`config.mk`:
```
export PLATFORM = sky130hd
export DESIGN_NAME = pincond_top
export DESIGN_NICKNAME = d
export VERILOG_FILES = /design/src/rtl/pincond_pkg.sv /design/src/rtl/pincond_cfg_regs.sv /design/src/rtl/pincond_filter.sv /design/src/rtl/pincond_pad.sv /design/src/rtl/pincond_top.sv
export SDC_FILE = /design/constraint.sdc
export NUM_CORES = 1
export LEC_CHECK = 0
export BUFFER_PORTS_ARGS = -buffer_cell sky130_fd_sc_hd__buf_2
export CORE_ASPECT_RATIO = 0.9
export CORE_MARGIN = 2
export CORE_UTILIZATION = 50
export DETAILED_ROUTE_END_ITERATION = 8
export GPL_ROUTABILITY_DRIVEN = 0
export PLACE_DENSITY_LB_ADDON = 0.3
export SLEW_MARGIN = 20
export SYNTH_ARGS = -nofsm -noshare
export SYNTH_HDL_FRONTEND = slang
export SYNTH_HIERARCHICAL = 1
export SYNTH_SLANG_ARGS = --single-unit
export TNS_END_PERCENT = 50
```
`constraint.sdc`:
```
create_clock -name clk -period 2.9 [get_ports clk]
set_clock_uncertainty 0.1 [all_clocks]
set_input_delay 0.58 -clock clk [delete_from_list [all_inputs] [get_ports clk]]
set_output_delay 0.58 -clock clk [all_outputs]
set_load 0.01 [all_outputs]
```
`src/rtl/pincond_pkg.sv`:
```
package pincond_pkg;

    localparam int WORD_W = 32;

    // Field positions inside a configuration word
    localparam int PULL_LSB  = 3;
    localparam int HYST_BIT  = 5;
    localparam int INV_BIT   = 6;
    localparam int OD_BIT    = 10;
    localparam int TAPS_LSB  = 11;
    localparam int DIV_LSB   = 13;

    localparam logic [WORD_W-1:0] RESET_PLAIN = 32'h0000_0090;
    localparam logic [WORD_W-1:0] RESET_I2C   = 32'h0000_0080;

    typedef enum logic [1:0] {
        PULL_NONE = 2'd0,
        PULL_DOWN = 2'd1,
        PULL_UP   = 2'd2,
        PULL_KEEP = 2'd3
    } pull_e;

    typedef struct packed {
        pull_e       pull;
        logic        hyst;
        logic        inv;
        logic        od;
        logic [1:0]  taps;
        logic [2:0]  div_code;
    } pin_cfg_t;

    function automatic pin_cfg_t decode_word(input logic [WORD_W-1:0] w);
        pin_cfg_t c;
        c.pull     = pull_e'(w[PULL_LSB +: 2]);
        c.hyst     = w[HYST_BIT];
        c.inv      = w[INV_BIT];
        c.od       = w[OD_BIT];
        c.taps     = w[TAPS_LSB +: 2];
        c.div_code = w[DIV_LSB +: 3];
        return c;
    endfunction

    // Last value of the divider counter before a tick (period minus one)
    function automatic logic [2:0] div_last(input logic [2:0] code);
        logic [2:0] period;
        period = (code == 3'd0) ? 3'd1 : ((code == 3'd7) ? 3'd6 : code);
        return period - 3'd1;
    endfunction

    function automatic int slot_of(input int pin, input int slots);
        return slots - 1 - pin;
    endfunction

    function automatic logic [WORD_W-1:0] reset_word(input int pin, input int i2c_a,
                                                     input int i2c_b);
        return ((pin == i2c_a) || (pin == i2c_b)) ? RESET_I2C : RESET_PLAIN;
    endfunction

endpackage

```
`src/rtl/pincond_cfg_regs.sv`:
```
module pincond_cfg_regs
    import pincond_pkg::*;
#(
    parameter int NUM_PINS  = 6,
    parameter int NUM_SLOTS = 8,
    parameter int ADDR_W    = 3,
    parameter int I2C_PIN_A = 2,
    parameter int I2C_PIN_B = 3
) (
    input  logic                             clk,
    input  logic                             rst,
    input  logic                             we,
    input  logic [ADDR_W-1:0]                addr,
    input  logic [WORD_W-1:0]                wdata,
    output logic [WORD_W-1:0]                rdata,
    output logic [NUM_PINS-1:0][WORD_W-1:0]  words,
    output logic [NUM_PINS-1:0]              restart
);

    logic [NUM_PINS-1:0] hit;

    for (genvar p = 0; p < NUM_PINS; p++) begin : g_word
        localparam logic [ADDR_W-1:0] SLOT = ADDR_W'(slot_of(p, NUM_SLOTS));
        localparam logic [WORD_W-1:0] INIT = reset_word(p, I2C_PIN_A, I2C_PIN_B);

        assign hit[p]     = (addr == SLOT);
        assign restart[p] = we && hit[p];

        always_ff @(posedge clk) begin
            if (rst) begin
                words[p] <= INIT;
            end else if (restart[p]) begin
                words[p] <= wdata;
            end
        end
    end

    always_comb begin
        rdata = '0;
        for (int p = 0; p < NUM_PINS; p++) begin
            if (hit[p]) begin
                rdata = words[p];
            end
        end
    end

endmodule

```
`src/rtl/pincond_filter.sv`:
```
module pincond_filter (
    input  logic       clk,
    input  logic       rst,
    input  logic       restart,
    input  logic       raw,
    input  logic [1:0] taps,
    input  logic [2:0] last,
    output logic       filt
);

    logic [2:0] div_cnt;
    logic [1:0] run_cnt;
    logic       level;
    logic       tick;

    assign tick = (div_cnt >= last);

    always_ff @(posedge clk) begin
        if (rst) begin
            div_cnt <= '0;
            run_cnt <= '0;
            level   <= 1'b0;
        end else if (restart) begin
            div_cnt <= '0;
            run_cnt <= '0;
        end else begin
            div_cnt <= tick ? 3'd0 : div_cnt + 3'd1;
            if (taps == 2'd0) begin
                level   <= raw;
                run_cnt <= '0;
            end else if (tick) begin
                if (raw == level) begin
                    run_cnt <= '0;
                end else if (run_cnt == taps - 2'd1) begin
                    level   <= raw;
                    run_cnt <= '0;
                end else begin
                    run_cnt <= run_cnt + 2'd1;
                end
            end
        end
    end

    assign filt = (taps == 2'd0) ? raw : level;

endmodule

```
`src/rtl/pincond_pad.sv`:
```
module pincond_pad
    import pincond_pkg::*;
(
    input  pin_cfg_t cfg,
    input  logic     core_out,
    input  logic     core_oe,
    output logic     pad_out,
    output logic     pad_oe,
    output logic     pull_up,
    output logic     pull_down,
    output logic     keeper_en,
    output logic     hyst_en
);

    always_comb begin
        if (cfg.od) begin
            pad_out = 1'b0;
            pad_oe  = core_oe && !core_out;
        end else begin
            pad_out = core_out;
            pad_oe  = core_oe;
        end
        pull_up   = (cfg.pull == PULL_UP);
        pull_down = (cfg.pull == PULL_DOWN);
        keeper_en = (cfg.pull == PULL_KEEP);
        hyst_en   = cfg.hyst;
    end

endmodule

```
`src/rtl/pincond_top.sv`:
```
module pincond_top
    import pincond_pkg::*;
#(
    parameter int NUM_PINS  = 6,
    parameter int NUM_SLOTS = 8,
    parameter int I2C_PIN_A = 2,
    parameter int I2C_PIN_B = 3,
    localparam int ADDR_W   = $clog2(NUM_SLOTS)
) (
    input  logic                 clk,
    input  logic                 rst,
    input  logic                 reg_we,
    input  logic [ADDR_W-1:0]    reg_addr,
    input  logic [31:0]          reg_wdata,
    output logic [31:0]          reg_rdata,
    input  logic [NUM_PINS-1:0]  pad_in,
    input  logic [NUM_PINS-1:0]  core_out,
    input  logic [NUM_PINS-1:0]  core_oe,
    output logic [NUM_PINS-1:0]  core_in,
    output logic [NUM_PINS-1:0]  pad_out,
    output logic [NUM_PINS-1:0]  pad_oe,
    output logic [NUM_PINS-1:0]  pull_up,
    output logic [NUM_PINS-1:0]  pull_down,
    output logic [NUM_PINS-1:0]  keeper_en,
    output logic [NUM_PINS-1:0]  hyst_en
);

    logic [NUM_PINS-1:0][WORD_W-1:0] words;
    logic [NUM_PINS-1:0]             restart;

    pincond_cfg_regs #(
        .NUM_PINS  (NUM_PINS),
        .NUM_SLOTS (NUM_SLOTS),
        .ADDR_W    (ADDR_W),
        .I2C_PIN_A (I2C_PIN_A),
        .I2C_PIN_B (I2C_PIN_B)
    ) u_regs (
        .clk     (clk),
        .rst     (rst),
        .we      (reg_we),
        .addr    (reg_addr),
        .wdata   (reg_wdata),
        .rdata   (reg_rdata),
        .words   (words),
        .restart (restart)
    );

    for (genvar p = 0; p < NUM_PINS; p++) begin : g_pin
        pin_cfg_t cfg;
        logic     filt;

        assign cfg = decode_word(words[p]);

        pincond_filter u_filter (
            .clk     (clk),
            .rst     (rst),
            .restart (restart[p]),
            .raw     (pad_in[p]),
            .taps    (cfg.taps),
            .last    (div_last(cfg.div_code)),
            .filt    (filt)
        );

        assign core_in[p] = filt ^ cfg.inv;

        pincond_pad u_pad (
            .cfg       (cfg),
            .core_out  (core_out[p]),
            .core_oe   (core_oe[p]),
            .pad_out   (pad_out[p]),
            .pad_oe    (pad_oe[p]),
            .pull_up   (pull_up[p]),
            .pull_down (pull_down[p]),
            .keeper_en (keeper_en[p]),
            .hyst_en   (hyst_en[p])
        );
    end

endmodule

```
==> impl_metrics.sql, run 1 <==
INSERT INTO impl_metrics (metric_group, metric, value, unit) VALUES
('outcome', 'run_status', 'complete, no violations', ''),
('detailed_routing', 'ant_nets', '0', ''),
('place', 'dpl_worst_slack', '0.2790', 'ns'),
('place', 'detailed_place.area', '12010', 'um2'),
('yosys', 'synthAdderAreaFrac', '0.04170', ''),
('timing', 'max_slew_margin', '0.5757', ''),
('timing', 'fmax', '377.5', 'MHz'),
('yosys', 'synthSimpleGateAreaFrac', '0.1910', ''),
('layout', 'fillCellCount', '1969', ''),
('timing', 'rsz0062_at_grt', 'no', ''),
('setup_path', 'cp.required', '2.22', 'ns'),
('setup_path', 'crit-reg2reg-launch', 'u_regs/words[111]$_SDFFE_PP0P_', ''),
('yosys', 'synth_nets', '1442', ''),
('yosys', 'synth_compound_area_frac', '0.1667', ''),
('yosys', 'synth_cell_types', '38', ''),
('detailed_routing', 'route.detailed.wl_per_inst', '16.60', 'um'),
('floorplanning', 'chipWidth', '160.9', 'um'),
('place', 'port_buffers', '129', ''),
('clocking', 'numCtsBuffers', '25', ''),
('clocking', 'clock_sinks', '228', ''),
('timing', 'final.period_utilization', '0.9134', ''),
('global_route', 'grt_pass1_wl', '47470', 'um'),
('layout', 'area_delta_synth_final', '16.40', '%'),
('setup_path', 'r2r-end', 'g_pin[3].u_filter/run_cnt[1]$_SDFFE_PP0P_', ''),
('yosys', 'post-synth-top-area-cell', 'sky130_fd_sc_hd__dfxtp_1', ''),
('yosys', 'muxShareOfSynthArea', '0.1040', ''),
('floorplanning', 'die_h', '145.2', 'um'),
('layout', 'fraction_of_layout_instances_using_a_drive_strength_above_1', '0.1687', ''),
('setup_path', 'path_max_fanout', '5', ''),
('global_route', 'grt_antenna_before_repair', '0', ''),
('yosys', 'synth-async-reset-ratio', '0', ''),
('timing', 'worst_slack', '0.2512', 'ns'),
('floorplanning', 'placementRows', '51', ''),
('timing', 'totalNegativeSetupSlack', '0', 'ns'),
('layout', 'finish.instance_area', '12890', 'um2'),
('layout', 'antenna_cells_inserted', '0', ''),
('timing', 'timing.final.crit_period', '2.649', 'ns'),
('timing', 'count_of_final_hold_check_violations', '0', ''),
('place', 'detailedPlacementHpwl', '18480', 'um'),
('detailed_routing', 'drt-total-wl', '29240', 'um'),
('clocking', 'postCtsHoldBufs', '0', ''),
('detailed_routing', 'drc', '0', ''),
('yosys', 'avgSynthCellArea', '8.201', 'um2'),
('power', 'ir_drop', '0.3400', 'mV'),
('floorplanning', 'initial_core_util', '0.5103', ''),
('clocking', 'clock_latency', '0.52', 'ns'),
('power', 'p_total', '7.295', 'mW'),
('floorplanning', 'design.die.area', '23350', 'um2'),
('clocking', 'cts_repair_resize_count', '0', ''),
('setup_path', 'start_kind', 'flop', ''),
('yosys', 'syn_inst', '1350', ''),
('setup_path', 'cp_slowest_cell', 'sky130_fd_sc_hd__dfxtp_1', ''),
('floorplanning', 'fp.coreArea', '21700', 'um2'),
('yosys', 'synth-edff-count', '0', ''),
('setup_path', 'worst_ep_arrival_time', '1.97', 'ns'),
('global_route', 'maximum_number_of_pins_on_one_net_before_global_route_repair', '76', ''),
('yosys', 'top_area_cell_type_share_of_the_netlist_area', '0.4122', ''),
('worst_hold_path', 'min_from', 'reg_wdata[4]', ''),
('yosys', 'synth_seq_area_share', '0.4122', ''),
('timing', 'report.final.setup_viol', '0', ''),
('layout', 'layout.nets', '1545', ''),
('setup_path', 'critical_path.max_stage_delay', '0.43', 'ns'),
('setup_path', 'timing.critical_path.to', 'core_in[2]', ''),
('floorplanning', 'num_io_pins', '130', ''),
('yosys', 'synth.area.top_cells', 'sky130_fd_sc_hd__dfxtp_1 (41%), sky130_fd_sc_hd__nand2_1 (13%), sky130_fd_sc_hd__mux2i_1 (9.6%)', ''),
('detailed_routing', 'number_of_violations_reported_at_the_end_of_detailed_routing_iteration_0', '610', ''),
('run', 'cap_viol_max_count', '0', ''),
('setup_path', 'r2r.worst_path.cells', '10', ''),
('detailed_routing', 'vias_per_cell', '5.535', ''),
('clocking', 'clkTransAtPathRegs', '0.06', 'ns'),
('setup_path', 'critPathCaptureType', 'primary output', '');
## worst max-delay path, delay by kind of cell, from the launching register on
family / cells / cell delay (ns)
xor+xnor: 1 / 0.19
fa+ha+maj: 1 / 0.26
buf+inv: 2 / 0.24
flops: 1 / 0.43
mux: 1 / 0.32
## cells by family (layout without fill, tap and decap cells)
kind of cell,Yosys count,count (layout)
xor gates and xnor gates,36,36
DFF,228,228
muxes,113,113
and+or+nand+nor,486,486
AOI/OAI and AO/OA,308,308
buffers and inverters,142,262
adders and majority gates,37,37
## cell usage in the layout, fill, tap and decap left out, types with 25 or more instances in the layout
cell                        synthesis  routed
sky130_fd_sc_hd__buf_4             14      29
sky130_fd_sc_hd__o21ai_0           37      37
sky130_fd_sc_hd__buf_2             27     127
sky130_fd_sc_hd__ha_1              36      36
sky130_fd_sc_hd__nand2_1          377     377
sky130_fd_sc_hd__mux2i_1          106     106
sky130_fd_sc_hd__nor2_1            25      25
sky130_fd_sc_hd__o22a_1            31      31
sky130_fd_sc_hd__inv_1             49      49
sky130_fd_sc_hd__dfxtp_1          228     228
sky130_fd_sc_hd__a21oi_1          198     198
sky130_fd_sc_hd__clkbuf_16          0      25
## metal layers
metal / part of all wire / vias up / GRT usage
li1: - / 4751 / -
met1: 0.45 / 4635 / 0.3297
met2: 0.46 / 310 / 0.4004
met3: 0.066 / 51 / 0.04545
met4: 0.023 / 0 / 0.06741
met5: 0 / - / 0
## cells in the mapped netlist (8+ instances only)
master,count
sky130_fd_sc_hd__xnor2_1,12
sky130_fd_sc_hd__clkbuf_1,46
sky130_fd_sc_hd__ha_1,36
sky130_fd_sc_hd__nor2b_1,12
sky130_fd_sc_hd__mux2i_1,106
sky130_fd_sc_hd__inv_1,49
sky130_fd_sc_hd__o22a_1,31
sky130_fd_sc_hd__nand4bb_1,8
sky130_fd_sc_hd__buf_2,27
sky130_fd_sc_hd__buf_4,14
sky130_fd_sc_hd__dfxtp_1,228
sky130_fd_sc_hd__o21ai_0,37
sky130_fd_sc_hd__a21oi_1,198
sky130_fd_sc_hd__nor3_1,10
sky130_fd_sc_hd__nor2_1,25
sky130_fd_sc_hd__nand2_1,377
sky130_fd_sc_hd__xor2_1,24
sky130_fd_sc_hd__nand2b_1,14
## report_power, final
group	internal [mW]	leakage (nW)	total [mW]	switching, mW
Sequential	3.20	1.85	3.26	0.0524
Combinational	0.267	2.93	0.685	0.418
Clock	2.10	0.420	3.35	1.25
## metrics by stage
| stage | hold WS, ns | instances |
|---|---|---|
| 4_1_cts | 0.2252 | 1761 |
| 6_report | 0.2439 | 1761 |
| 3_5_place_dp | 0.3378 | 1717 |
| 5_1_grt | 0.2380 | 1761 |
| 2_1_floorplan | 0.3173 | 1350 |
| 3_3_place_gp | 0.3336 | 1717 |
## flip-flops by register name, summed over array words and instances (netlist names)
| register | count |
|---|---|
| g_pin.u_filter/div_cnt | 18 |
| g_pin.u_filter/run_cnt | 12 |
| g_pin.u_filter/level | 6 |
| u_regs/words | 192 |
## how the worst min path moves through the flow
stage / end / slack [ns] / depth (start not counted)
CTS: u_regs/words[68]$_SDFFE_PP0P_ / 0.23 / 3
floorplan: g_pin[0].u_filter/div_cnt[0]$_SDFF_PP0_ / 0.32 / 1
finish: u_regs/words[68]$_SDFFE_PP0P_ / 0.24 / 3
detailed placement: g_pin[5].u_filter/div_cnt[0]$_SDFF_PP0_ / 0.34 / 1
global placement: g_pin[0].u_filter/div_cnt[0]$_SDFF_PP0_ / 0.33 / 1
global route: u_regs/words[100]$_SDFFE_PP0P_ / 0.24 / 3
## final cells by class
cell class / instances / area [um2] / area share
flip-flops and latches: 228 / 4564 / 0.3542
well taps: 291 / 364.1 / 0.02825
clock inverters: 9 / 172.7 / 0.01340
multi-input cells: 980 / 5902 / 0.4580
clock buffers: 35 / 693.2 / 0.05379
repair buffers: 163 / 984.7 / 0.07641
inverters: 55 / 206.4 / 0.01602
No activity file was read; power rests on OpenSTA's default activity.
==> inputs of run 2 (changes only) <==
--- a/config.mk
+++ b/config.mk
@@ -15,6 +15,5 @@
 export SLEW_MARGIN = 20
 export SYNTH_ARGS = -nofsm -noshare
 export SYNTH_HDL_FRONTEND = slang
-export SYNTH_HIERARCHICAL = 1
 export SYNTH_SLANG_ARGS = --single-unit
 export TNS_END_PERCENT = 50
==> run 2 against run 1 <==
Flip-flop and latch count unchanged. First-iteration DRC count increased by 69%. Sequential share of layout area increased by 0.35 points. Global-route usage increased by 2.4 points. Power decreased by 1.3%. Worst hold slack got worse by 0.019 ns. Via count increased by 5.3%. Largest cell class unchanged. Largest power group is now registers.
==> impl_metrics.sql, run 2 <==
INSERT INTO impl_metrics (metric_group, metric, value, unit) VALUES
('floorplanning', 'placementRows', '52', ''),
('setup_path', 'worst_ep_arrival_time', '1.96', 'ns'),
('yosys', 'synth_commonest_cells', 'sky130_fd_sc_hd__nand2_1 (428), sky130_fd_sc_hd__dfxtp_1 (228), sky130_fd_sc_hd__a21oi_1 (194)', ''),
('setup_path', 'cp.required', '2.22', 'ns'),
('layout', 'fillCellCount', '2034', ''),
('clocking', 'clock_tree.root_cell', 'sky130_fd_sc_hd__clkbuf_16', ''),
('setup_path', 'critPathCaptureType', 'primary output', ''),
('floorplanning', 'chipWidth', '162.0', 'um'),
('detailed_routing', 'drt-total-wl', '32310', 'um'),
('yosys', 'muxShareOfSynthArea', '0.03930', ''),
('yosys', 'synth.area.top_cells', 'sky130_fd_sc_hd__dfxtp_1 (41%), sky130_fd_sc_hd__nand2_1 (14%), sky130_fd_sc_hd__a21oi_1 (8.6%)', ''),
('power', 'ir_drop', '0.4071', 'mV'),
('worst_hold_path', 'min_path_type', 'in -> reg', ''),
('global_route', 'vias_in_the_first_global_route', '9593', ''),
('yosys', 'post-synth-top-count-cell', 'sky130_fd_sc_hd__nand2_1', ''),
('clocking', 'clkTransAtPathRegs', '0.06', 'ns'),
('yosys', 'post-synth-top-area-cell', 'sky130_fd_sc_hd__dfxtp_1', ''),
('yosys', 'synth-async-reset-ratio', '0', ''),
('power', 'power_per_cell_area', '564.5', 'nW/um2'),
('layout', 'registers.top_by_ff_count', 'u_regs.words', ''),
('clocking', 'tritoncts_clock_tree', 'yes', ''),
('yosys', 'synthSimpleGateAreaFrac', '0.2259', ''),
('floorplanning', 'initial_core_util', '0.5051', ''),
('yosys', 'seq_cells_post_synth', '228', ''),
('yosys', 'synth_compound_area_frac', '0.1840', ''),
('detailed_routing', 'vias_per_cell', '5.669', ''),
('floorplanning', 'num_io_pins', '130', ''),
('detailed_routing', 'drc', '0', ''),
('timing', 'timing.final.crit_period', '2.642', 'ns'),
('clocking', 'post_cts_setup_bufs', '0', ''),
('floorplanning', 'fp.coreArea', '22250', 'um2'),
('place', 'detailedPlacementHpwl', '21110', 'um'),
('detailed_routing', 'route.detailed.wl_per_inst', '17.85', 'um'),
('layout', 'layout.nets', '1583', ''),
('yosys', 'top_area_cell_type_share_of_the_netlist_area', '0.4061', ''),
('layout', 'fraction_of_layout_instances_using_a_drive_strength_above_1', '0.1498', ''),
('timing', 'rsz0062_at_grt', 'no', ''),
('timing', 'finalMaxSlewViolations', '0', ''),
('yosys', 'ys.warnings.count', '0', ''),
('layout', 'area_delta_synth_final', '13.53', '%'),
('clocking', 'htree_levels', '1', ''),
('global_route', 'groute.usage.overall', '0.2685', ''),
('setup_path', 'setup.worst_path.class', 'in -> out', ''),
('timing', 'worstMarginPinSlew', '0.6651', 'ns'),
('global_route', 'grt_pass1_wl', '51510', 'um'),
('place', 'placed_cells', '1761', ''),
('yosys', 'synth_cell_types', '47', ''),
('layout', 'final_cell_count_no_fill', '1810', ''),
('layout', 'top_flop_regs', 'u_regs.words x192, g_pin.u_filter.div_cnt x18, g_pin.u_filter.run_cnt x12', ''),
('global_route', 'maximum_number_of_pins_on_one_net_before_global_route_repair', '91', ''),
('clocking', 'clock_sinks', '228', ''),
('yosys', 'synth-edff-count', '0', ''),
('yosys', 'synth_area', '11240', 'um2'),
('yosys', 'synth_seq_area_share', '0.4061', ''),
('layout', 'multiInputGateArea', '5834', 'um2'),
('layout', 'mostFrequentLayoutCells', 'sky130_fd_sc_hd__nand2_1 (428), sky130_fd_sc_hd__dfxtp_1 (228), sky130_fd_sc_hd__a21oi_1 (194), sky130_fd_sc_hd__buf_2 (128), sky130_fd_sc_hd__nor2b_1 (53)', ''),
('detailed_routing', 'detailedRoute.firstPassIterationCount', '6', ''),
('timing', 'final.period_utilization', '0.9111', ''),
('outcome', 'run_status', 'complete, no violations', ''),
('floorplanning', 'design.die.area', '23700', 'um2'),
('timing', 'max_slew_margin', '0.5566', ''),
('clocking', 'numCtsBuffers', '25', ''),
('timing', 'report.final.setup_viol', '0', ''),
('detailed_routing', 'dr_total_vias', '10260', ''),
('global_route', 'global_route_total_overflow', '0', ''),
('detailed_routing', 'ant_nets', '0', ''),
('clocking', 'postCtsHoldBufs', '0', ''),
('yosys', 'synth_nets', '1514', ''),
('place', 'port_buffers', '129', ''),
('global_route', 'grt_antenna_before_repair', '4', ''),
('timing', 'totalNegativeSetupSlack', '0', 'ns'),
('yosys', 'avgSynthCellArea', '7.904', 'um2'),
('setup_path', 'start_kind', 'input port', ''),
('yosys', 'yosys.area_share.xor_xnor', '0.02805', ''),
('layout', 'layout.cells.most_common', 'sky130_fd_sc_hd__nand2_1', ''),
('yosys', 'synthAdderAreaFrac', '0.04097', ''),
('run', 'cap_viol_max_count', '0', ''),
('power', 'power.leakage', '4.908', 'nW'),
('floorplanning', 'die_h', '146.2', 'um'),
('timing', 'fmax', '378.5', 'MHz'),
('yosys', 'largest_family_of_logic_cells_by_synthesized_area', 'simple AND/OR/NAND/NOR gates', ''),
('setup_path', 'path_max_fanout', '10', ''),
('layout', 'max_reg_flops', '192', ''),
('yosys', 'syn_inst', '1422', ''),
('yosys', 'synthFlopType', 'sky130_fd_sc_hd__dfxtp_1', ''),
('timing', 'count_of_final_hold_check_violations', '0', ''),
('clocking', 'worst_case_clock_buffer_depth', '3', ''),
('clocking', 'clock_latency', '0.54', 'ns'),
('timing', 'fin_hold_ws', '0.2248', 'ns'),
('detailed_routing', 'number_of_violations_reported_at_the_end_of_detailed_routing_iteration_0', '1028', ''),
('layout', 'ff_latch_area', '4564', 'um2');
[run 2: cell count changes after synthesis, sizes merged, moves of 14 or more]
| cell | before | now |
|---|---|---|
| mux2i | 106 | 43 |
| nand2 | 377 | 428 |
| nor2b | 12 | 54 |
| buf | 41 | 80 |
| o22a | 31 | 0 |
| inv | 52 | 32 |
| o221ai | 0 | 20 |
| a211oi | 6 | 25 |
| o21ai | 43 | 28 |
| a22oi | 0 | 14 |
| o22ai | 6 | 20 |
[run 2: cell families after synthesis]
family / Yosys count
buffers and inverters: 163
adder cells (fa/ha/maj): 37
AND/OR/NAND/NOR: 571
XOR/XNOR: 36
flip-flops: 228
AO/OA/AOI/OAI: 343
multiplexers: 44
[run 2: path summary, 6_finish.rpt]
path	from	to	slack, ns	cells past startpoint
worst max-delay path	reg_addr[2]	reg_rdata[14]	0.26	6
worst min-delay path	reg_wdata[20]	u_regs.words[148]$_SDFFE_PP0P_	0.22	3
worst max register to register	u_regs.words[141]$_SDFFE_PP0P_	g_pin[4].u_filter.run_cnt[0]$_SDFFE_PP0P_	0.36	9
worst min register to register	g_pin[3].u_filter.div_cnt[0]$_SDFF_PP0_	g_pin[3].u_filter.div_cnt[0]$_SDFF_PP0_	0.34	1
[run 2: stage by stage]
stage          instance area [um2]  total power, mW  setup WS (ns)    util
2_1_floorplan                11240            3.792         0.5831       -
3_3_place_gp                 11920            4.039         0.2959  0.5358
3_5_place_dp                 11920            4.053         0.2926  0.5358
4_1_cts                      12750            7.231         0.2581  0.5730
5_1_grt                      12760            7.446        0.02920  0.5733
6_report                     12760            7.203         0.2578  0.5734
[run 2: cell type report]
type / count / share of cell area
clock inverter: 5 / 0.005099
tap: 297 / 0.02912
antenna: 4 / 0.0007845
timing repair buffer: 173 / 0.08090
inverter: 32 / 0.009414
sequential: 228 / 0.3577
multi-input combinational: 1031 / 0.4572
clock buffer: 40 / 0.05972
[run 2: what timing repair did]
item                       CTS  global route
resized for setup            0             1
hold endpoints to repair     0             0
setup endpoints to repair    0             1
[run 2: layer usage]
metal,track usage,wire length (um),part of all wire
met5,0,13,0.00040
met4,0.08982,847,0.026
met3,0.03949,2385,0.074
met2,0.4428,15270,0.47
met1,0.3613,13800,0.43
[run 2: where the power goes]
group / switching, mW / internal [mW] / total (mW) / leakage [nW]
combinational: 0.466 / 0.271 / 0.737 / 2.65
sequential: 0.0541 / 3.21 / 3.26 / 1.85
clock: 1.32 / 1.89 / 3.21 / 0.410
total: 1.84 / 5.37 / 7.20 / 4.91
[run 2: worst max-delay path: stages]
cell	delay (ns)
sky130_fd_sc_hd__buf_2	0.28
sky130_fd_sc_hd__nand3b_2	0.32
sky130_fd_sc_hd__buf_4	0.27
sky130_fd_sc_hd__o221ai_1	0.18
sky130_fd_sc_hd__o22ai_1	0.15
sky130_fd_sc_hd__buf_2	0.17
